`src/rtl/regbank_pkg.sv`:
```
package regbank_pkg;
  localparam int unsigned AW       = 8;
  localparam int unsigned DW       = 8;
  localparam int unsigned MAC_BYTES = 6;
  localparam int unsigned NUM_EVT  = 5;
  localparam int unsigned STAT_W   = 16;

  localparam logic [AW-1:0] A_CMD     = 8'h37;
  localparam logic [AW-1:0] A_LOCK    = 8'h50;
  localparam logic [AW-1:0] A_MASK_LO = 8'h3C;
  localparam logic [AW-1:0] A_MASK_HI = 8'h3D;
  localparam logic [AW-1:0] A_STAT_LO = 8'h3E;
  localparam logic [AW-1:0] A_STAT_HI = 8'h3F;

  localparam logic [DW-1:0] KEY_OPEN  = 8'hC0;
  localparam logic [DW-1:0] KEY_CLOSE = 8'h00;

  localparam int unsigned CMD_RST = 4;
  localparam int unsigned CMD_RXE = 3;
  localparam int unsigned CMD_TXE = 2;
  localparam int unsigned CMD_RBE = 0;

  // status bit fed by each event input, in event index order
  localparam int unsigned EVT_BIT [NUM_EVT] = '{0, 2, 6, 7, 15};
endpackage

```
`src/rtl/regbank_cmd.sv`:
```
module regbank_cmd
  import regbank_pkg::*;
#(
  parameter int unsigned RST_CYCLES = 16
) (
  input  logic          clk,
  input  logic          rst_n,
  input  logic          wr_cmd,
  input  logic [DW-1:0] wdata,
  output logic          busy,
  output logic          rx_en,
  output logic          tx_en
);
  localparam int unsigned CW = $clog2(RST_CYCLES + 1);
  localparam logic [CW-1:0] CNT_LOAD = CW'(RST_CYCLES);

  logic [CW-1:0] cnt_q, cnt_d;
  logic          rx_q, rx_d, tx_q, tx_d;
  logic          cnt_en, en_en;

  assign busy = (cnt_q != '0);

  always_comb begin
    cnt_en = 1'b0;
    cnt_d  = cnt_q;
    en_en  = 1'b0;
    rx_d   = rx_q;
    tx_d   = tx_q;
    if (busy) begin
      cnt_en = 1'b1;
      cnt_d  = cnt_q - 1'b1;
      en_en  = 1'b1;
      rx_d   = 1'b0;
      tx_d   = 1'b0;
    end else if (wr_cmd) begin
      en_en = 1'b1;
      if (wdata[CMD_RST]) begin
        cnt_en = 1'b1;
        cnt_d  = CNT_LOAD;
        rx_d   = 1'b0;
        tx_d   = 1'b0;
      end else begin
        rx_d = wdata[CMD_RXE];
        tx_d = wdata[CMD_TXE];
      end
    end
  end

  always_ff @(posedge clk or negedge rst_n) begin
    if (!rst_n) begin
      cnt_q <= '0;
    end else if (cnt_en) begin
      cnt_q <= cnt_d;
    end
  end

  always_ff @(posedge clk or negedge rst_n) begin
    if (!rst_n) begin
      rx_q <= 1'b0;
      tx_q <= 1'b0;
    end else if (en_en) begin
      rx_q <= rx_d;
      tx_q <= tx_d;
    end
  end

  assign rx_en = rx_q;
  assign tx_en = tx_q;


  rst_start_chk: assert property (@(posedge clk) disable iff (!rst_n)
    (wr_cmd && wdata[CMD_RST] && !busy) |=> busy);

  en_off_in_rst_chk: assert property (@(posedge clk) disable iff (!rst_n)
    busy |=> (!rx_en && !tx_en));
endmodule

```
`src/rtl/regbank_lock.sv`:
```
module regbank_lock
  import regbank_pkg::*;
(
  input  logic                   clk,
  input  logic                   rst_n,
  input  logic                   wr_lock,
  input  logic [MAC_BYTES-1:0]   wr_mac,
  input  logic [DW-1:0]          wdata,
  output logic                   unlocked,
  output logic [MAC_BYTES*DW-1:0] mac
);
  logic open_q, open_d, open_en;

  always_comb begin
    open_en = 1'b0;
    open_d  = open_q;
    if (wr_lock && wdata == KEY_OPEN) begin
      open_en = 1'b1;
      open_d  = 1'b1;
    end else if (wr_lock && wdata == KEY_CLOSE) begin
      open_en = 1'b1;
      open_d  = 1'b0;
    end
  end

  always_ff @(posedge clk or negedge rst_n) begin
    if (!rst_n) begin
      open_q <= 1'b0;
    end else if (open_en) begin
      open_q <= open_d;
    end
  end

  assign unlocked = open_q;

  for (genvar b = 0; b < MAC_BYTES; b++) begin : g_mac
    logic [DW-1:0] byte_q;
    logic          byte_en;
    assign byte_en = wr_mac[b] && open_q;
    always_ff @(posedge clk or negedge rst_n) begin
      if (!rst_n) begin
        byte_q <= '0;
      end else if (byte_en) begin
        byte_q <= wdata;
      end
    end
    assign mac[b*DW +: DW] = byte_q;
  end


  mac_locked_chk: assert property (@(posedge clk) disable iff (!rst_n)
    (!unlocked && (wr_mac != '0)) |=> $stable(mac));
endmodule

```
`src/rtl/regbank_irq.sv`:
```
module regbank_irq
  import regbank_pkg::*;
(
  input  logic              clk,
  input  logic              rst_n,
  input  logic              busy,
  input  logic [NUM_EVT-1:0] evt,
  input  logic [1:0]        wr_stat,
  input  logic [1:0]        wr_mask,
  input  logic [DW-1:0]     wdata,
  output logic [STAT_W-1:0] status,
  output logic [STAT_W-1:0] mask,
  output logic              irq
);
  logic [STAT_W-1:0] set_v, clr_v, impl_v, stat_q, stat_d, mask_q, mask_d;
  logic              mask_en;

  always_comb begin
    set_v  = '0;
    impl_v = '0;
    for (int i = 0; i < NUM_EVT; i++) begin
      impl_v[EVT_BIT[i]] = 1'b1;
      set_v[EVT_BIT[i]]  = evt[i];
    end
  end

  always_comb begin
    clr_v = '0;
    if (wr_stat[0]) clr_v[DW-1:0]      = wdata;
    if (wr_stat[1]) clr_v[STAT_W-1:DW] = wdata;
    if (busy) stat_d = '0;
    else      stat_d = ((stat_q & ~clr_v) | set_v) & impl_v;
  end

  always_comb begin
    mask_en = |wr_mask;
    mask_d  = mask_q;
    if (wr_mask[0]) mask_d[DW-1:0]      = wdata;
    if (wr_mask[1]) mask_d[STAT_W-1:DW] = wdata;
  end

  always_ff @(posedge clk or negedge rst_n) begin
    if (!rst_n) begin
      stat_q <= '0;
    end else begin
      stat_q <= stat_d;
    end
  end

  always_ff @(posedge clk or negedge rst_n) begin
    if (!rst_n) begin
      mask_q <= '0;
    end else if (mask_en) begin
      mask_q <= mask_d;
    end
  end

  assign status = stat_q;
  assign mask   = mask_q;
  assign irq    = |(stat_q & mask_q);

  for (genvar e = 0; e < NUM_EVT; e++) begin : g_chk

    evt_sets_chk: assert property (@(posedge clk) disable iff (!rst_n)
      (!busy && evt[e]) |=> status[EVT_BIT[e]]);
  end

  rst_clears_chk: assert property (@(posedge clk) disable iff (!rst_n)
    $fell(busy) |-> (status == '0));
endmodule

```
`src/rtl/netctl_regbank.sv`:
```
module netctl_regbank
  import regbank_pkg::*;
#(
  parameter int unsigned RST_CYCLES = 16
) (
  input  logic                    clk,
  input  logic                    rst_n,
  input  logic [7:0]              bus_addr,
  input  logic                    bus_wr,
  input  logic [7:0]              bus_wdata,
  output logic [7:0]              bus_rdata,
  input  logic                    rxbuf_empty,
  input  logic [4:0]              evt,
  output logic                    rx_en,
  output logic                    tx_en,
  output logic                    srst,
  output logic                    irq,
  output logic [47:0]             mac_addr
);
  logic rst_s1, rst_sync_n;
  always_ff @(posedge clk or negedge rst_n) begin
    if (!rst_n) begin
      rst_s1     <= 1'b0;
      rst_sync_n <= 1'b0;
    end else begin
      rst_s1     <= 1'b1;
      rst_sync_n <= rst_s1;
    end
  end

  logic                    wr_cmd, wr_lock, busy, unlocked;
  logic [MAC_BYTES-1:0]    wr_mac;
  logic [1:0]              wr_stat, wr_mask;
  logic [STAT_W-1:0]       status, mask;

  always_comb begin
    wr_cmd  = bus_wr && (bus_addr == A_CMD);
    wr_lock = bus_wr && (bus_addr == A_LOCK);
    wr_stat = {bus_wr && (bus_addr == A_STAT_HI), bus_wr && (bus_addr == A_STAT_LO)};
    wr_mask = {bus_wr && (bus_addr == A_MASK_HI), bus_wr && (bus_addr == A_MASK_LO)};
    for (int b = 0; b < MAC_BYTES; b++) wr_mac[b] = bus_wr && (bus_addr == AW'(b));
  end

  regbank_cmd #(.RST_CYCLES(RST_CYCLES)) u_cmd (
    .clk(clk), .rst_n(rst_sync_n), .wr_cmd(wr_cmd), .wdata(bus_wdata),
    .busy(busy), .rx_en(rx_en), .tx_en(tx_en)
  );

  regbank_lock u_lock (
    .clk(clk), .rst_n(rst_sync_n), .wr_lock(wr_lock), .wr_mac(wr_mac),
    .wdata(bus_wdata), .unlocked(unlocked), .mac(mac_addr)
  );

  regbank_irq u_irq (
    .clk(clk), .rst_n(rst_sync_n), .busy(busy), .evt(evt), .wr_stat(wr_stat),
    .wr_mask(wr_mask), .wdata(bus_wdata), .status(status), .mask(mask), .irq(irq)
  );

  assign srst = busy;

  always_comb begin
    bus_rdata = '0;
    if (bus_addr < AW'(MAC_BYTES)) begin
      bus_rdata = mac_addr[bus_addr[2:0]*DW +: DW];
    end else begin
      case (bus_addr)
        A_CMD: begin
          bus_rdata[CMD_RST] = busy;
          bus_rdata[CMD_RXE] = rx_en;
          bus_rdata[CMD_TXE] = tx_en;
          bus_rdata[CMD_RBE] = rxbuf_empty;
        end
        A_LOCK:    bus_rdata = unlocked ? KEY_OPEN : KEY_CLOSE;
        A_MASK_LO: bus_rdata = mask[DW-1:0];
        A_MASK_HI: bus_rdata = mask[STAT_W-1:DW];
        A_STAT_LO: bus_rdata = status[DW-1:0];
        A_STAT_HI: bus_rdata = status[STAT_W-1:DW];
        default:   bus_rdata = '0;
      endcase
    end
  end


  irq_needs_mask_chk: assert property (@(posedge clk) disable iff (!rst_sync_n)
    (mask == '0) |-> !irq);
endmodule

```
`config.mk`:
```
export PLATFORM = sky130hd
export DESIGN_NAME = netctl_regbank
export DESIGN_NICKNAME = d
export VERILOG_FILES = /design/src/rtl/regbank_pkg.sv /design/src/rtl/regbank_cmd.sv /design/src/rtl/regbank_lock.sv /design/src/rtl/regbank_irq.sv /design/src/rtl/netctl_regbank.sv
export SDC_FILE = /design/constraint.sdc
export NUM_CORES = 1
export LEC_CHECK = 0
export ABC_CLOCK_PERIOD_IN_PS = 2700
export BUFFER_PORTS_ARGS = -buffer_cell sky130_fd_sc_hd__buf_2
export CORE_UTILIZATION = 45
export DETAILED_ROUTE_END_ITERATION = 16
export HOLD_SLACK_MARGIN = 0.03
export PLACE_DENSITY = 0.68
export SYNTH_ARGS = -nofsm -noshare
export SYNTH_HDL_FRONTEND = slang
export SYNTH_SLANG_ARGS = --single-unit
```
`constraint.sdc`:
```
create_clock -name clk -period 2.7 [get_ports clk]
set_clock_uncertainty 0.05 [all_clocks]
set_input_delay 0.135 -clock clk [delete_from_list [all_inputs] [get_ports clk]]
set_output_delay 0.135 -clock clk [all_outputs]
set_load 0.01 [all_outputs]
```
# [Word level (Yosys, flattened, before mapping)]
# Index checks and enable logic that the tools add are counted.
[totals] reg_bits=90 in_bits=25 word_cells=94 output_inout_bits=60
[classes] bitwise=4 order_cmp=1 eq_ne=12 reduce_logical=33 add_sub_neg=1 shift=1 mux=27
[op_table] op="indexed part select 48 x 7 -> 8 bit" count=1
[op_table] op="equality test 8 x 6 -> 1 bit, second input constant" count=5
[op_table] op="bitwise AND 16 bit" count=2
[op_table] op="2-to-1 mux 8 bit" count=4
[op_table] op="logical AND 1 bit" count=20
[op_table] op="case mux 3 bit (6 select lines)" count=1
[op_table] op="equality test 8 x 2 -> 1 bit, second input constant" count=2
[op_table] op="equality test 8 x 3 -> 1 bit, second input constant" count=2
[op_table] op="zero test 8 bit" count=2
[op_table] op="2-to-1 mux 16 bit" count=1
[op_table] op="inverter 16 bit" count=1
[op_table] op="bitwise OR 16 bit" count=1
[op_table] op="OR reduction 16 bit" count=1
[op_table] op="2-to-1 mux 1 bit" count=15
[op_table] op="2-to-1 mux 5 bit" count=3
[op_table] op="case mux 3 bit (5 select lines)" count=1
[op_table] op="equality test 8 x 1 -> 1 bit, second input constant" count=1
[op_table] op="equality test 8 x 7 -> 1 bit, second input constant" count=1
[op_table] op="equality test 8 bit, second input constant" count=1
[op_table] op="< comparator 8 x 3 -> 1 bit, second input constant" count=1
[op_table] op="AND reduction 2 bit" count=4
[op_table] op="case mux 1 bit (6 select lines)" count=1
[op_table] op="nonzero test 2 bit" count=3
[op_table] op="case mux 1 bit (5 select lines)" count=1
[op_table] op="4 further kinds" count=4

# [Depth between registers and ports, before layout]
# Gate-level depths: netlist of the first run.
[depth] word_depth=7 ltp_mapped=7 mapped_depth_nobuf=7

# [Hierarchy]
# From an unflattened synthesis of the first run, not the netlist that was laid out.
[hier_totals] cells_unflattened=331 area_unflattened_um2=4266.6
[by_module_without_submodules] module="regbank_lock" seq_area_each_um2=1226.2 n_inst=1 cells_each=117 area_each_um2=1853.0
[by_module_without_submodules] module="netctl_regbank" seq_area_each_um2=50.0 n_inst=1 cells_each=120 area_each_um2=1067.3
[by_module_without_submodules] module="regbank_irq" seq_area_each_um2=525.5 n_inst=1 cells_each=64 area_each_um2=983.4
[by_module_without_submodules] module="regbank_cmd" seq_area_each_um2=175.2 n_inst=1 cells_each=30 area_each_um2=362.8

# [Least setup slack after synthesis of the first run]
# OpenSTA, ideal clock, no wires.
[synth_path] path_type="register to register" start="register u_cmd.cnt_q[0]" end="register u_cmd.cnt_q[2]" path_slack_ps=826 arrival_time_ps=1700 setup_ps=125 stages_incl_launch_ff=8 synth_period_minus_slack_ps=1874 cell_sequence="dfrtp_1 -> inv_1 -> ha_1 -> or3b_2 -> nor2_1 -> clkbuf_1 -> nor2_1 -> mux2_2"
[synth_via] elab_chain_cells=3 word_cells_on_any_way=7
[synth_lines] element="from (decl)" line="regbank_cmd.sv:17" source="logic [CW-1:0] cnt_q, cnt_d;"
[synth_lines] element="from (signal assigned)" line="regbank_cmd.sv:53" source="cnt_q <= cnt_d;"
[synth_lines] element="branches (longest 3 deep; another with subtractor 5 x 1 -> 5 bit)"
# Several ways; the timed one is not identified.
# A chain may end at the register's enable or synchronous reset.

# [Final worst setup path of the first run]
[layout_path] start="register u_cmd.cnt_q[0]" end="output port bus_rdata[4]"
[layout_via] elab_chain_cells=3
[layout_lines] element="nonzero test 5 bit" line="regbank_cmd.sv:21" source="assign busy = (cnt_q != '0);"
[layout_lines] element="case mux 3 bit (6 select lines)" line="netctl_regbank.sv:66" source="case (bus_addr)"
[layout_lines] element="2-to-1 mux 8 bit" line="netctl_regbank.sv:63" source="if (bus_addr < AW'(MAC_BYTES)) begin"
[layout_lines] element="to (decl)" line="netctl_regbank.sv:11" source="output logic [7:0] bus_rdata,"
# No other way between the ends.

==> impl_metrics.prom, run 1 <==
# TYPE chip_impl_metric gauge
chip_impl_info{name="outcome",value="finished, final reports clean"} 1
chip_impl_info{name="busiest_layer",value="met2"} 1
chip_impl_metric{name="first_global_vias",unit=""} 2905
chip_impl_metric{name="fin_crit_sh",unit="%"} 87.19
chip_impl_metric{name="worst_slew_pin_slew",unit="ns"} 0.7781
chip_impl_info{name="clk_root_buffer_cell",value="clkbuf_8"} 1
chip_impl_metric{name="report.final.slew_viol_count",unit=""} 0
chip_impl_metric{name="drtAntennaViolNets",unit=""} 0
chip_impl_metric{name="setup-violations-final",unit=""} 0
chip_impl_metric{name="final_hold_viol_count",unit=""} 0
chip_impl_metric{name="ctsHoldBuffers",unit=""} 7
chip_impl_metric{name="largest_net_degree_at_the_start_of_global_routing",unit=""} 53
chip_impl_metric{name="combined_global_route_utilization_of_all_metal_layers",unit="%"} 23.44
chip_impl_info{name="worst-setup-path-type",value="flop to output pin"} 1
chip_impl_metric{name="synth_seq_cells",unit=""} 79
chip_impl_metric{name="rr_worst_depth",unit=""} 3
chip_impl_metric{name="post-cts-setup-buffers",unit=""} 0
chip_impl_info{name="primary_flip_flop_cell_chosen_by_synthesis_mapping",value="dfrtp_1"} 1
chip_impl_metric{name="hpwlAfterDp",unit="um"} 6966
chip_impl_metric{name="power.density_cell_area",unit="nW/um2"} 546.5
chip_impl_metric{name="globalRouteMet1Util",unit="%"} 33.71
chip_impl_metric{name="critical_path_peak_fanout",unit=""} 6
chip_impl_metric{name="fmax",unit="MHz"} 424.8
chip_impl_metric{name="initial_util",unit="%"} 47.53
chip_impl_metric{name="cts_buffers",unit=""} 9
chip_impl_metric{name="met2_usage_grt",unit="%"} 35.22
chip_impl_metric{name="ports_placed_on_the_boundary",unit=""} 85
chip_impl_metric{name="vdd_drop_max",unit="V"} 0.0002678
chip_impl_metric{name="clockBufferDepth",unit=""} 2
chip_impl_info{name="layout_common_cells",value="buf_2, dfrtp_1, mux2_2"} 1
chip_impl_metric{name="via_count",unit=""} 2912
chip_impl_metric{name="final.fill_count",unit=""} 709
chip_impl_metric{name="synth_nets",unit=""} 340
chip_impl_info{name="cp-end-kind",value="output pin"} 1
chip_impl_metric{name="hold-worst-slack",unit="ns"} 0.09409
chip_impl_metric{name="multi_input_comb_area",unit="um2"} 1848
chip_impl_metric{name="dieArea",unit="um2"} 9233
chip_impl_metric{name="row_count",unit=""} 33
chip_impl_metric{name="cts_resized",unit=""} 0
chip_impl_metric{name="hold_path_depth",unit=""} 2
chip_impl_metric{name="layout.cells.non_filler",unit=""} 511
chip_impl_metric{name="synth_sequential_area_ratio",unit="%"} 49.62
chip_impl_metric{name="power_leakage",unit="nW"} 2.475
chip_impl_info{name="most_common_cell_after_layout_fill_and_taps_aside",value="buf_2"} 1
chip_impl_metric{name="final.setup.worst_slack",unit="ns"} 0.3458
chip_impl_metric{name="avgViaCountPerCell",unit=""} 5.699
chip_impl_metric{name="area.sequential",unit="um2"} 1978
chip_impl_metric{name="final.setup.tns",unit="ns"} 0
chip_impl_metric{name="synth_to_layout_area_growth",unit="%"} 19.35
chip_impl_metric{name="setup_slack_placement",unit="ns"} 0.4962
chip_impl_metric{name="finish.utilization",unit="%"} 56.72
chip_impl_metric{name="async_flop_share",unit="%"} 100.0
chip_impl_info{name="cp-start-kind",value="flop"} 1
chip_impl_metric{name="worst-endpoint-arrival",unit="ns"} 2.17
chip_impl_metric{name="count_of_buffers_from_port_buffering",unit=""} 84
chip_impl_metric{name="n_antenna_cell",unit=""} 0
chip_impl_metric{name="first_pass_grt_wire_length",unit="um"} 15860
chip_impl_metric{name="min_period",unit="ns"} 2.354
chip_impl_metric{name="yosys.cell_types.count",unit=""} 49
chip_impl_metric{name="htreeDepth",unit=""} 3
chip_impl_metric{name="max_cap_viol_count",unit=""} 0
chip_impl_info{name="rsz0062_at_grt",value="no"} 1
chip_impl_info{name="tritoncts",value="done"} 1
chip_impl_metric{name="clk_latency",unit="ns"} 0.35
chip_impl_metric{name="placedCellCount",unit=""} 489
chip_impl_metric{name="gr-total-overflow",unit=""} 0
chip_impl_metric{name="synthesis.instances",unit=""} 314
chip_impl_metric{name="cts_sinks",unit=""} 79
chip_impl_metric{name="crit_required",unit="ns"} 2.52
chip_impl_metric{name="max_slew_margin",unit="%"} 47.90
chip_impl_metric{name="global_route.usage.met3",unit="%"} 4.897
chip_impl_metric{name="grt_antenna_before_repair",unit=""} 0
chip_impl_metric{name="share_of_cells_above_drive_strength_1",unit="%"} 48.03
chip_impl_metric{name="synth_edf_count",unit=""} 0
chip_impl_metric{name="post-route-drc-count",unit=""} 0
chip_impl_metric{name="wirelength_per_cell",unit="um"} 19.36
chip_impl_metric{name="floorplan.core_area",unit="um2"} 8382
chip_impl_metric{name="floorplan.die.width",unit="um"} 96.09
chip_impl_metric{name="warning_count_from_the_yosys_run",unit=""} 0
chip_impl_metric{name="drt_iter0_drc",unit=""} 188
chip_impl_metric{name="syn-mean-instance-area",unit="um2"} 12.69
chip_impl_metric{name="die_h",unit="um"} 96.09
chip_impl_metric{name="syn-cell-area",unit="um2"} 3984
chip_impl_metric{name="nets",unit=""} 428
chip_impl_metric{name="gp_congestion",unit=""} 0.7806
chip_impl_metric{name="path_clk_slew",unit="ns"} 0.09
chip_impl_metric{name="routed_wirelength",unit="um"} 9892
chip_impl_metric{name="drtPass1Iterations",unit=""} 4
chip_impl_info{name="hold_path.class",value="input pin to flop"} 1
metal layers:
layer | share of wire [%] | routed length, um
met5 | 0 | 0
met4 | 1.9 | 187
met3 | 4.5 | 447
met2 | 46 | 4510
met1 | 48 | 4747
layout make-up:
cell class	count	area share (%)
clock buffers	11	2.974
clock inverters	4	1.000
inverters	14	1.105
multi-input cells	200	38.87
flip-flops and latches	79	41.61
well taps	105	2.763
repair buffers	98	11.68
through the flow:
| stage | power [W] | instance area, um2 |
|---|---|---|
| finish | 0.002598 | 4755 |
| floorplan | 0.001602 | 3984 |
| global placement | 0.001725 | 4496 |
| detailed placement | 0.001738 | 4496 |
| global route | 0.002714 | 4755 |
| CTS | 0.002614 | 4755 |
synth_stat cells, types with 6 or more instances:
| library cell | n | area [um2] |
|---|---|---|
| nor2_1 | 14 | 52.55 |
| o21ai_0 | 12 | 60.06 |
| mux4_2 | 9 | 202.7 |
| dfrtp_1 | 79 | 1977 |
| mux2_4 | 8 | 120.1 |
| inv_1 | 14 | 52.55 |
| mux2_2 | 59 | 664.4 |
| o22ai_1 | 7 | 43.79 |
| clkbuf_1 | 9 | 33.78 |
| nand2_1 | 18 | 67.56 |
| mux2i_1 | 13 | 130.1 |
| nor2b_1 | 6 | 37.54 |
logic make-up after synthesis:
group / count (synthesis) / synth area share, %
AOI/OAI and AO/OA: 38 / 6.627
xor gates and xnor gates: 1 / 0.2199
adders and majority gates: 1 / 0.3140
buffers and inverters: 35 / 3.988
DFF: 79 / 49.62
muxes: 89 / 28.05
other: 1 / 0.09413
and+or+nand+nor: 70 / 11.09
worst paths after layout:
kind                                 startpoint                        end  slack, ns
worst max register to register  u_lock.unlocked  u_lock.g_mac[2].byte_q[2]       0.81
worst min-delay path               bus_wdata[7]            u_irq.status[7]       0.09
worst max-delay path             u_cmd.cnt_q[0]               bus_rdata[4]       0.35
worst min register to register       rst_sync_n  u_lock.g_mac[3].byte_q[6]       0.24
max in group asynchronous            rst_sync_n  u_lock.g_mac[5].byte_q[3]       1.66
min in group asynchronous            rst_sync_n  u_lock.g_mac[3].byte_q[6]       0.24
power by group:
| group | switching [W] | internal (W) |
|---|---|---|
| sequential | 0.0000691 | 0.00127 |
| clock | 0.000433 | 0.000445 |
| combinational | 0.000205 | 0.000180 |
| total | 0.000707 | 0.00189 |
registers in the layout, summed over array words and instances, names as in the netlist:
name / cells
u_irq.status: 5
u_cmd.cnt_q: 5
u_lock.unlocked: 1
u_irq.mask: 16
rst_sync_n: 1
rst_s1: 1
u_cmd.tx_en: 1
u_cmd.rx_en: 1
u_lock.g_mac.byte_q: 48
critical path, stage by stage, from the launching register on:
cell      delay [ns]
dfrtp_1         0.40
inv_1           0.08
ha_1            0.17
or3b_2          0.46
nor2_1          0.14
inv_1           0.14
nand3b_1        0.13
a32oi_1         0.13
buf_2           0.17
Power figures use the tool's default switching activity.
==> run 2, diff against run 1 <==
--- a/config.mk
+++ b/config.mk
@@ -7,6 +7,7 @@
 export LEC_CHECK = 0
 export ABC_CLOCK_PERIOD_IN_PS = 2700
 export BUFFER_PORTS_ARGS = -buffer_cell sky130_fd_sc_hd__buf_2
+export CORE_ASPECT_RATIO = 1.75
 export CORE_UTILIZATION = 45
 export DETAILED_ROUTE_END_ITERATION = 16
 export HOLD_SLACK_MARGIN = 0.03
==> run 2 against run 1 <==
Non-clock buffer count fell by 1. Fmax rose by 0.47%. First-iteration DRC count fell by 14%. Largest cell class unchanged. Count of clock-buffer cells in the layout did not move.
==> impl_metrics.prom, run 2 (synthesis gave the netlist of run 1 again) <==
# TYPE chip_impl_metric gauge
chip_impl_metric{name="cts_resized",unit=""} 0
chip_impl_info{name="most_common_cell_after_layout_fill_and_taps_aside",value="buf_2"} 1
chip_impl_info{name="cp-end-kind",value="output pin"} 1
chip_impl_metric{name="critical_path_peak_fanout",unit=""} 6
chip_impl_metric{name="report.power.total",unit="W"} 0.003154
chip_impl_metric{name="report.final.slew_viol_count",unit=""} 0
chip_impl_metric{name="drtAntennaViolNets",unit=""} 0
chip_impl_info{name="worst-setup-path-type",value="flop to output pin"} 1
chip_impl_metric{name="nets",unit=""} 427
chip_impl_metric{name="dieArea",unit="um2"} 9248
chip_impl_info{name="outcome",value="finished, final reports clean"} 1
chip_impl_info{name="cp-start-kind",value="flop"} 1
chip_impl_metric{name="power_leakage",unit="nW"} 2.558
chip_impl_metric{name="crit_required",unit="ns"} 2.52
chip_impl_metric{name="max_cap_viol_count",unit=""} 0
chip_impl_metric{name="cts_sinks",unit=""} 79
chip_impl_metric{name="count_of_buffers_from_port_buffering",unit=""} 84
chip_impl_metric{name="via_count",unit=""} 2918
chip_impl_metric{name="share_of_cells_above_drive_strength_1",unit="%"} 49.01
chip_impl_metric{name="final.setup.tns",unit="ns"} 0
chip_impl_metric{name="grt_antenna_before_repair",unit=""} 0
chip_impl_metric{name="drt_iter0_drc",unit=""} 161
chip_impl_metric{name="avgViaCountPerCell",unit=""} 5.579
chip_impl_metric{name="hpwlAfterDp",unit="um"} 7409
chip_impl_metric{name="floorplan.core_area",unit="um2"} 8615
chip_impl_metric{name="synth_to_layout_area_growth",unit="%"} 23.87
chip_impl_metric{name="gp_congestion",unit=""} 0.8384
chip_impl_metric{name="clockBufferDepth",unit=""} 2
chip_impl_metric{name="gr-total-overflow",unit=""} 0
chip_impl_metric{name="timing.reg2reg.setup_slack",unit="ns"} 0.78
chip_impl_info{name="layout_common_cells",value="buf_2, dfrtp_1, mux2_2"} 1
chip_impl_metric{name="first_global_vias",unit=""} 3098
chip_impl_metric{name="initial_util",unit="%"} 46.25
chip_impl_metric{name="n_antenna_cell",unit=""} 0
chip_impl_metric{name="clk_latency",unit="ns"} 0.35
chip_impl_metric{name="min_period",unit="ns"} 2.343
chip_impl_metric{name="max_slew_margin",unit="%"} 46.85
chip_impl_metric{name="setup-violations-final",unit=""} 0
chip_impl_metric{name="floorplan.die.width",unit="um"} 73.13
chip_impl_info{name="regMostFlops",value="u_lock.g_mac.byte_q"} 1
chip_impl_metric{name="worst_slew_pin_slew",unit="ns"} 0.7972
chip_impl_info{name="hold_path.class",value="input pin to flop"} 1
chip_impl_metric{name="row_count",unit=""} 45
chip_impl_metric{name="fmax",unit="MHz"} 426.8
chip_impl_metric{name="path_clk_slew",unit="ns"} 0.06
chip_impl_metric{name="wirelength_per_cell",unit="um"} 19.41
chip_impl_metric{name="vdd_drop_max",unit="V"} 0.0004707
chip_impl_metric{name="combined_global_route_utilization_of_all_metal_layers",unit="%"} 24.14
chip_impl_metric{name="power.density_cell_area",unit="nW/um2"} 639.2
chip_impl_metric{name="post-cts-setup-buffers",unit=""} 0
chip_impl_metric{name="cts_buffers",unit=""} 9
chip_impl_metric{name="first_pass_grt_wire_length",unit="um"} 16350
chip_impl_metric{name="fin_crit_sh",unit="%"} 86.79
chip_impl_metric{name="worst-endpoint-arrival",unit="ns"} 2.16
chip_impl_info{name="clk_root_buffer_cell",value="clkbuf_16"} 1
chip_impl_metric{name="final.fill_count",unit=""} 729
chip_impl_metric{name="ports_placed_on_the_boundary",unit=""} 85
chip_impl_metric{name="routed_wirelength",unit="um"} 10150
chip_impl_metric{name="die_h",unit="um"} 126.5
chip_impl_metric{name="largest_register_ff_count",unit=""} 48
chip_impl_metric{name="final_hold_viol_count",unit=""} 0
chip_impl_metric{name="post-route-drc-count",unit=""} 0
chip_impl_info{name="tritoncts",value="done"} 1
chip_impl_metric{name="drtPass1Iterations",unit=""} 5
chip_impl_metric{name="largest_net_degree_at_the_start_of_global_routing",unit=""} 35
chip_impl_metric{name="htreeDepth",unit=""} 3
chip_impl_info{name="rsz0062_at_grt",value="no"} 1
==> run 2: layer usage <==
metal	track usage, %	wire (um)
met5	0	0
met4	14.07	436
met3	4.845	420
met2	38.40	5289
met1	29.93	4003
==> run 2: critical path, stage by stage, from the launching register on <==
cell and delay, ns:
dfrtp_1 0.40, inv_1 0.09, ha_1 0.17, or3b_2 0.48, nor2_1 0.14, inv_1 0.12
nand3b_1 0.12, a32oi_1 0.13, buf_2 0.16
==> run 2: timing repair <==
item                                   in CTS  in global routing
endpoints found under the hold margin       5                  0
setup endpoints to repair                   0                  0
hold buffers                                4                  0
==> run 2: where the power goes <==
part / switching (W) / internal (W) / total (W)
clock: 0.000479 / 0.000953 / 0.00143
combinational: 0.000202 / 0.000181 / 0.000383
sequential: 0.0000715 / 0.00127 / 0.00134
total: 0.000752 / 0.00240 / 0.00315
==> run 2: metrics by stage <==
stage / util, % / area [um2] / std cells / hold WS (ns) / setup slack, ns
floorplan: - / 3984 / 314 / -0.2106 / 0.2869
global placement: 52.68 / 4538 / 503 / -0.1295 / 0.5360
detailed placement: 52.68 / 4538 / 503 / -0.1262 / 0.5012
CTS: 57.28 / 4935 / 523 / 0.03157 / 0.3369
global route: 57.28 / 4935 / 523 / 0.05789 / 0.2599
finish: 57.28 / 4935 / 523 / 0.03299 / 0.3567
==> run 2: final cells by class <==
cell class	instances	area [um2]	area share [%]
Clock buffer	11	252.7	5.122
Clock inverter	5	103.9	2.104
Inverter	14	52.55	1.065
Multi-Input combinational cell	200	1848	37.45
Sequential cell	79	1978	40.09
Tap cell	117	146.4	2.967
Timing Repair Buffer	97	553.0	11.21
==> run 2: final timing paths <==
check                                    start                   endpoint  cells after the start
worst max-delay path            u_cmd.cnt_q[0]               bus_rdata[4]                      8
worst max register to register  u_cmd.cnt_q[0]             u_cmd.cnt_q[2]                      7
worst min-delay path                    evt[2]            u_irq.status[6]                      3
max in group asynchronous           rst_sync_n  u_lock.g_mac[5].byte_q[3]                      1
worst min register to register          rst_s1                 rst_sync_n                      0
min in group asynchronous                rst_n                     rst_s1                      2
==> run 3, diff against run 2 <==
--- a/config.mk
+++ b/config.mk
@@ -5,6 +5,7 @@
 export SDC_FILE = /design/constraint.sdc
 export NUM_CORES = 1
 export LEC_CHECK = 0
+export ABC_AREA = 1
 export ABC_CLOCK_PERIOD_IN_PS = 2700
 export BUFFER_PORTS_ARGS = -buffer_cell sky130_fd_sc_hd__buf_2
 export CORE_ASPECT_RATIO = 1.75
@@ -12,6 +13,7 @@
 export DETAILED_ROUTE_END_ITERATION = 16
 export HOLD_SLACK_MARGIN = 0.03
 export PLACE_DENSITY = 0.68
+export SLEW_MARGIN = 25
 export SYNTH_ARGS = -nofsm -noshare
 export SYNTH_HDL_FRONTEND = slang
 export SYNTH_SLANG_ARGS = --single-unit
==> run 3 against run 2 <==
Count of clock-buffer cells in the layout grew 1. Synthesized cell count grew 56%. Global-route usage grew 1.4 points. Clock power shrank 6%. Critical path type unchanged. Highest routed layer unchanged.
==> impl_metrics.prom, run 3 <==
# TYPE chip_impl_metric gauge
chip_impl_metric{name="ports_placed_on_the_boundary",unit=""} 85
chip_impl_metric{name="drt_iter0_drc",unit=""} 326
chip_impl_metric{name="fin_crit_sh",unit="%"} 84.01
chip_impl_metric{name="floorplan.die.width",unit="um"} 72.19
chip_impl_info{name="rsz0062_at_grt",value="no"} 1
chip_impl_metric{name="post-route-drc-count",unit=""} 0
chip_impl_metric{name="n_antenna_cell",unit=""} 0
chip_impl_metric{name="final.setup.tns",unit="ns"} 0
chip_impl_metric{name="max_cap_viol_count",unit=""} 0
chip_impl_metric{name="clockBufferDepth",unit=""} 2
chip_impl_metric{name="nets",unit=""} 602
chip_impl_metric{name="wirelength_per_cell",unit="um"} 15.50
chip_impl_info{name="regMostFlops",value="u_lock.g_mac.byte_q"} 1
chip_impl_metric{name="cpPeakStageDelay",unit="ns"} 0.38
chip_impl_metric{name="clk_latency",unit="ns"} 0.34
chip_impl_metric{name="die_h",unit="um"} 124.8
chip_impl_metric{name="vdd_drop_max",unit="V"} 0.0004411
chip_impl_metric{name="synth_sequential_area_ratio",unit="%"} 50.95
chip_impl_info{name="cp-start-kind",value="flop"} 1
chip_impl_metric{name="count_of_buffers_from_port_buffering",unit=""} 84
chip_impl_metric{name="critical_path_peak_fanout",unit=""} 9
chip_impl_metric{name="synth_to_layout_area_growth",unit="%"} 22.61
chip_impl_info{name="most_used_standard_cell_by_instance_count_after_synthesis",value="nand2_1"} 1
chip_impl_metric{name="warning_count_from_the_yosys_run",unit=""} 0
chip_impl_info{name="outcome",value="finished, final reports clean"} 1
chip_impl_metric{name="synth_seq_cells",unit=""} 79
chip_impl_metric{name="synth_nets",unit=""} 515
chip_impl_metric{name="syn-cell-area",unit="um2"} 3880
chip_impl_info{name="tritoncts",value="done"} 1
chip_impl_info{name="cell_type_contributing_the_most_total_cell_area_after_synthesis",value="dfrtp_1"} 1
chip_impl_metric{name="synthDominantCellAreaShare",unit="%"} 50.95
chip_impl_metric{name="floorplan.core_area",unit="um2"} 8313
chip_impl_metric{name="drtAntennaViolNets",unit=""} 0
chip_impl_metric{name="drtPass1Iterations",unit=""} 5
chip_impl_metric{name="avgViaCountPerCell",unit=""} 5.207
chip_impl_metric{name="yosys.cell_types.count",unit=""} 32
chip_impl_metric{name="placedCellCount",unit=""} 674
chip_impl_info{name="standard_cell_with_the_maximum_stage_delay_on_the_critical_path",value="dfrtp_1"} 1
chip_impl_info{name="primary_flip_flop_cell_chosen_by_synthesis_mapping",value="dfrtp_1"} 1
chip_impl_metric{name="share_of_cells_above_drive_strength_1",unit="%"} 21.17
chip_impl_metric{name="min_period",unit="ns"} 2.268
chip_impl_info{name="clk_root_buffer_cell",value="clkbuf_16"} 1
chip_impl_metric{name="power.density_cell_area",unit="nW/um2"} 622.3
chip_impl_info{name="worst-setup-path-type",value="flop to output pin"} 1
chip_impl_metric{name="grt_antenna_before_repair",unit=""} 0
chip_impl_metric{name="cts_buffers",unit=""} 9
chip_impl_metric{name="gr-total-overflow",unit=""} 0
chip_impl_metric{name="max_slew_margin",unit="%"} 62.33
chip_impl_metric{name="dieArea",unit="um2"} 9012
chip_impl_metric{name="finish.utilization",unit="%"} 57.22
chip_impl_metric{name="row_count",unit=""} 44
chip_impl_metric{name="worst_slew_pin_slew",unit="ns"} 0.5630
chip_impl_metric{name="timing.reg2reg.setup_slack",unit="ns"} 1.08
chip_impl_metric{name="setup-violations-final",unit=""} 0
chip_impl_metric{name="setup_slack_placement",unit="ns"} 0.8525
chip_impl_metric{name="final.fill_count",unit=""} 784
chip_impl_metric{name="synth_edf_count",unit=""} 0
chip_impl_metric{name="layout.cells.non_filler",unit=""} 696
chip_impl_metric{name="area.sequential",unit="um2"} 1978
chip_impl_info{name="most_common_cell_after_layout_fill_and_taps_aside",value="nand2_1"} 1
chip_impl_info{name="cp-end-kind",value="output pin"} 1
chip_impl_metric{name="hpwlAfterDp",unit="um"} 7871
chip_impl_metric{name="report.final.slew_viol_count",unit=""} 0
chip_impl_info{name="synth_area_leaders",value="dfrtp_1, nand2_1, o21ai_1"} 1
chip_impl_metric{name="routed_wirelength",unit="um"} 10790
chip_impl_metric{name="cts_sinks",unit=""} 79
chip_impl_metric{name="crit_required",unit="ns"} 2.52
chip_impl_metric{name="htreeDepth",unit=""} 3
chip_impl_metric{name="async_flop_share",unit="%"} 100.0
chip_impl_info{name="cp_cell_sequence",value="inv_1, ha_1, nand3b_1, inv_2, o21ai_0, nor2_1, nand2_1, buf_2"} 1
chip_impl_metric{name="path_clk_slew",unit="ns"} 0.06
chip_impl_metric{name="combined_global_route_utilization_of_all_metal_layers",unit="%"} 25.57
chip_impl_metric{name="synthesis.instances",unit=""} 489
chip_impl_metric{name="syn-mean-instance-area",unit="um2"} 7.935
chip_impl_metric{name="power_leakage",unit="nW"} 2.484
chip_impl_metric{name="initial_util",unit="%"} 46.67
chip_impl_metric{name="final_hold_viol_count",unit=""} 0
chip_impl_info{name="hold_path.class",value="input pin to flop"} 1
chip_impl_metric{name="fmax",unit="MHz"} 440.9
chip_impl_metric{name="hold-worst-slack",unit="ns"} 0.03285
chip_impl_metric{name="multi_input_comb_area",unit="um2"} 1643
chip_impl_metric{name="first_pass_grt_wire_length",unit="um"} 17400
chip_impl_metric{name="largest_register_ff_count",unit=""} 48
chip_impl_metric{name="via_count",unit=""} 3624
chip_impl_metric{name="largest_net_degree_at_the_start_of_global_routing",unit=""} 78
chip_impl_metric{name="first_global_vias",unit=""} 3377
chip_impl_metric{name="final.setup.worst_slack",unit="ns"} 0.4317
chip_impl_metric{name="worst-endpoint-arrival",unit="ns"} 2.08
chip_impl_info{name="layout_common_cells",value="nand2_1, buf_2, dfrtp_1"} 1
chip_impl_info{name="synth_top_cells_by_count",value="nand2_1, dfrtp_1, o21ai_1, nand3_1, inv_1"} 1
chip_impl_metric{name="gp_congestion",unit=""} 0.8891
## run 3: cell types whose count changed in the layout (fill, tap and decap cells not counted), sizes merged, moves of 6 or more
cell   previous run  this run
o21ai            12        71
mux2             67         0
nor2b             6         0
nand3             5        43
nor2             14        27
buf              93        86
a21oi             1        11
nand2            18       171
mux2i            13         1
inv              14        39
nand4             4        15
o22ai             7         0
mux4              9         0
## run 3: metrics by stage
| step | cell area, um2 | power (W) |
|---|---|---|
| 2_1_floorplan | 3880 | 0.001510 |
| 3_3_place_gp | 4363 | 0.001612 |
| 3_5_place_dp | 4363 | 0.001626 |
| 4_1_cts | 4757 | 0.002972 |
| 5_1_grt | 4757 | 0.003069 |
| 6_report | 4757 | 0.002960 |
## run 3: area by class of cell
class / count / share of cell area [%]
Sequential cell: 79 / 41.58
Clock buffer: 12 / 5.392
Inverter: 40 / 3.156
Clock inverter: 4 / 1.631
Tap cell: 115 / 3.025
Multi-Input combinational cell: 354 / 34.53
Timing Repair Buffer: 92 / 10.68
## run 3: power breakdown
part / internal (W) / switching [W] / total [W]
sequential: 0.00125 / 0.0000517 / 0.00130
combinational: 0.000101 / 0.000210 / 0.000310
clock: 0.000863 / 0.000487 / 0.00135
## run 3: worst max-delay path, delay by kind of cell, from the launching register on
family                     cells  cell delay (ns)
and+or+nand+nor                3             0.47
buffers and inverters          3             0.35
adders and majority gates      1             0.23
DFF                            1             0.38
AOI/OAI and AO/OA              1             0.31
## run 3: final timing paths
kind | startpoint | end | depth (start not counted)
min in group asynchronous | rst_n | rst_s1 | 2
worst max register to register | u_cmd.cnt_q[0] | u_cmd.tx_en | 7
worst max-delay path | u_cmd.cnt_q[0] | bus_rdata[4] | 8
worst min-delay path | bus_wdata[3] | u_cmd.rx_en | 3
worst min register to register | rst_sync_n | u_lock.g_mac[3].byte_q[4] | 1
max in group asynchronous | rst_sync_n | u_irq.mask[7] | 1
## run 3: routing by layer
| metal | track usage [%] | share of wire, % | vias to the layer above |
|---|---|---|---|
| met5 | 0 | 0 | - |
| met4 | 12.34 | 3.1 | 0 |
| met3 | 2.994 | 4.9 | 25 |
| met2 | 43.82 | 52 | 128 |
| met1 | 31.06 | 40 | 1694 |
| li1 | - | - | 1777 |
## run 3: kinds of logic (layout without fill, tap and decap cells)
kind of cell | count (synthesis) | in the layout | share of synthesized area (%)
mux | 1 | 1 | 0.2580
simple gates | 264 | 264 | 30.12
compound gates | 87 | 87 | 11.54
fa+ha+maj | 1 | 1 | 0.3224
other cells | 1 | 1 | 0.09665
flops | 79 | 79 | 50.95
buf+inv | 56 | 148 | 6.707
## run 3: what timing repair did
action,CTS,global route
gates resized for setup,0,0
buffers inserted,0,0
hold buffers,6,0
hold endpoints to repair,7,0
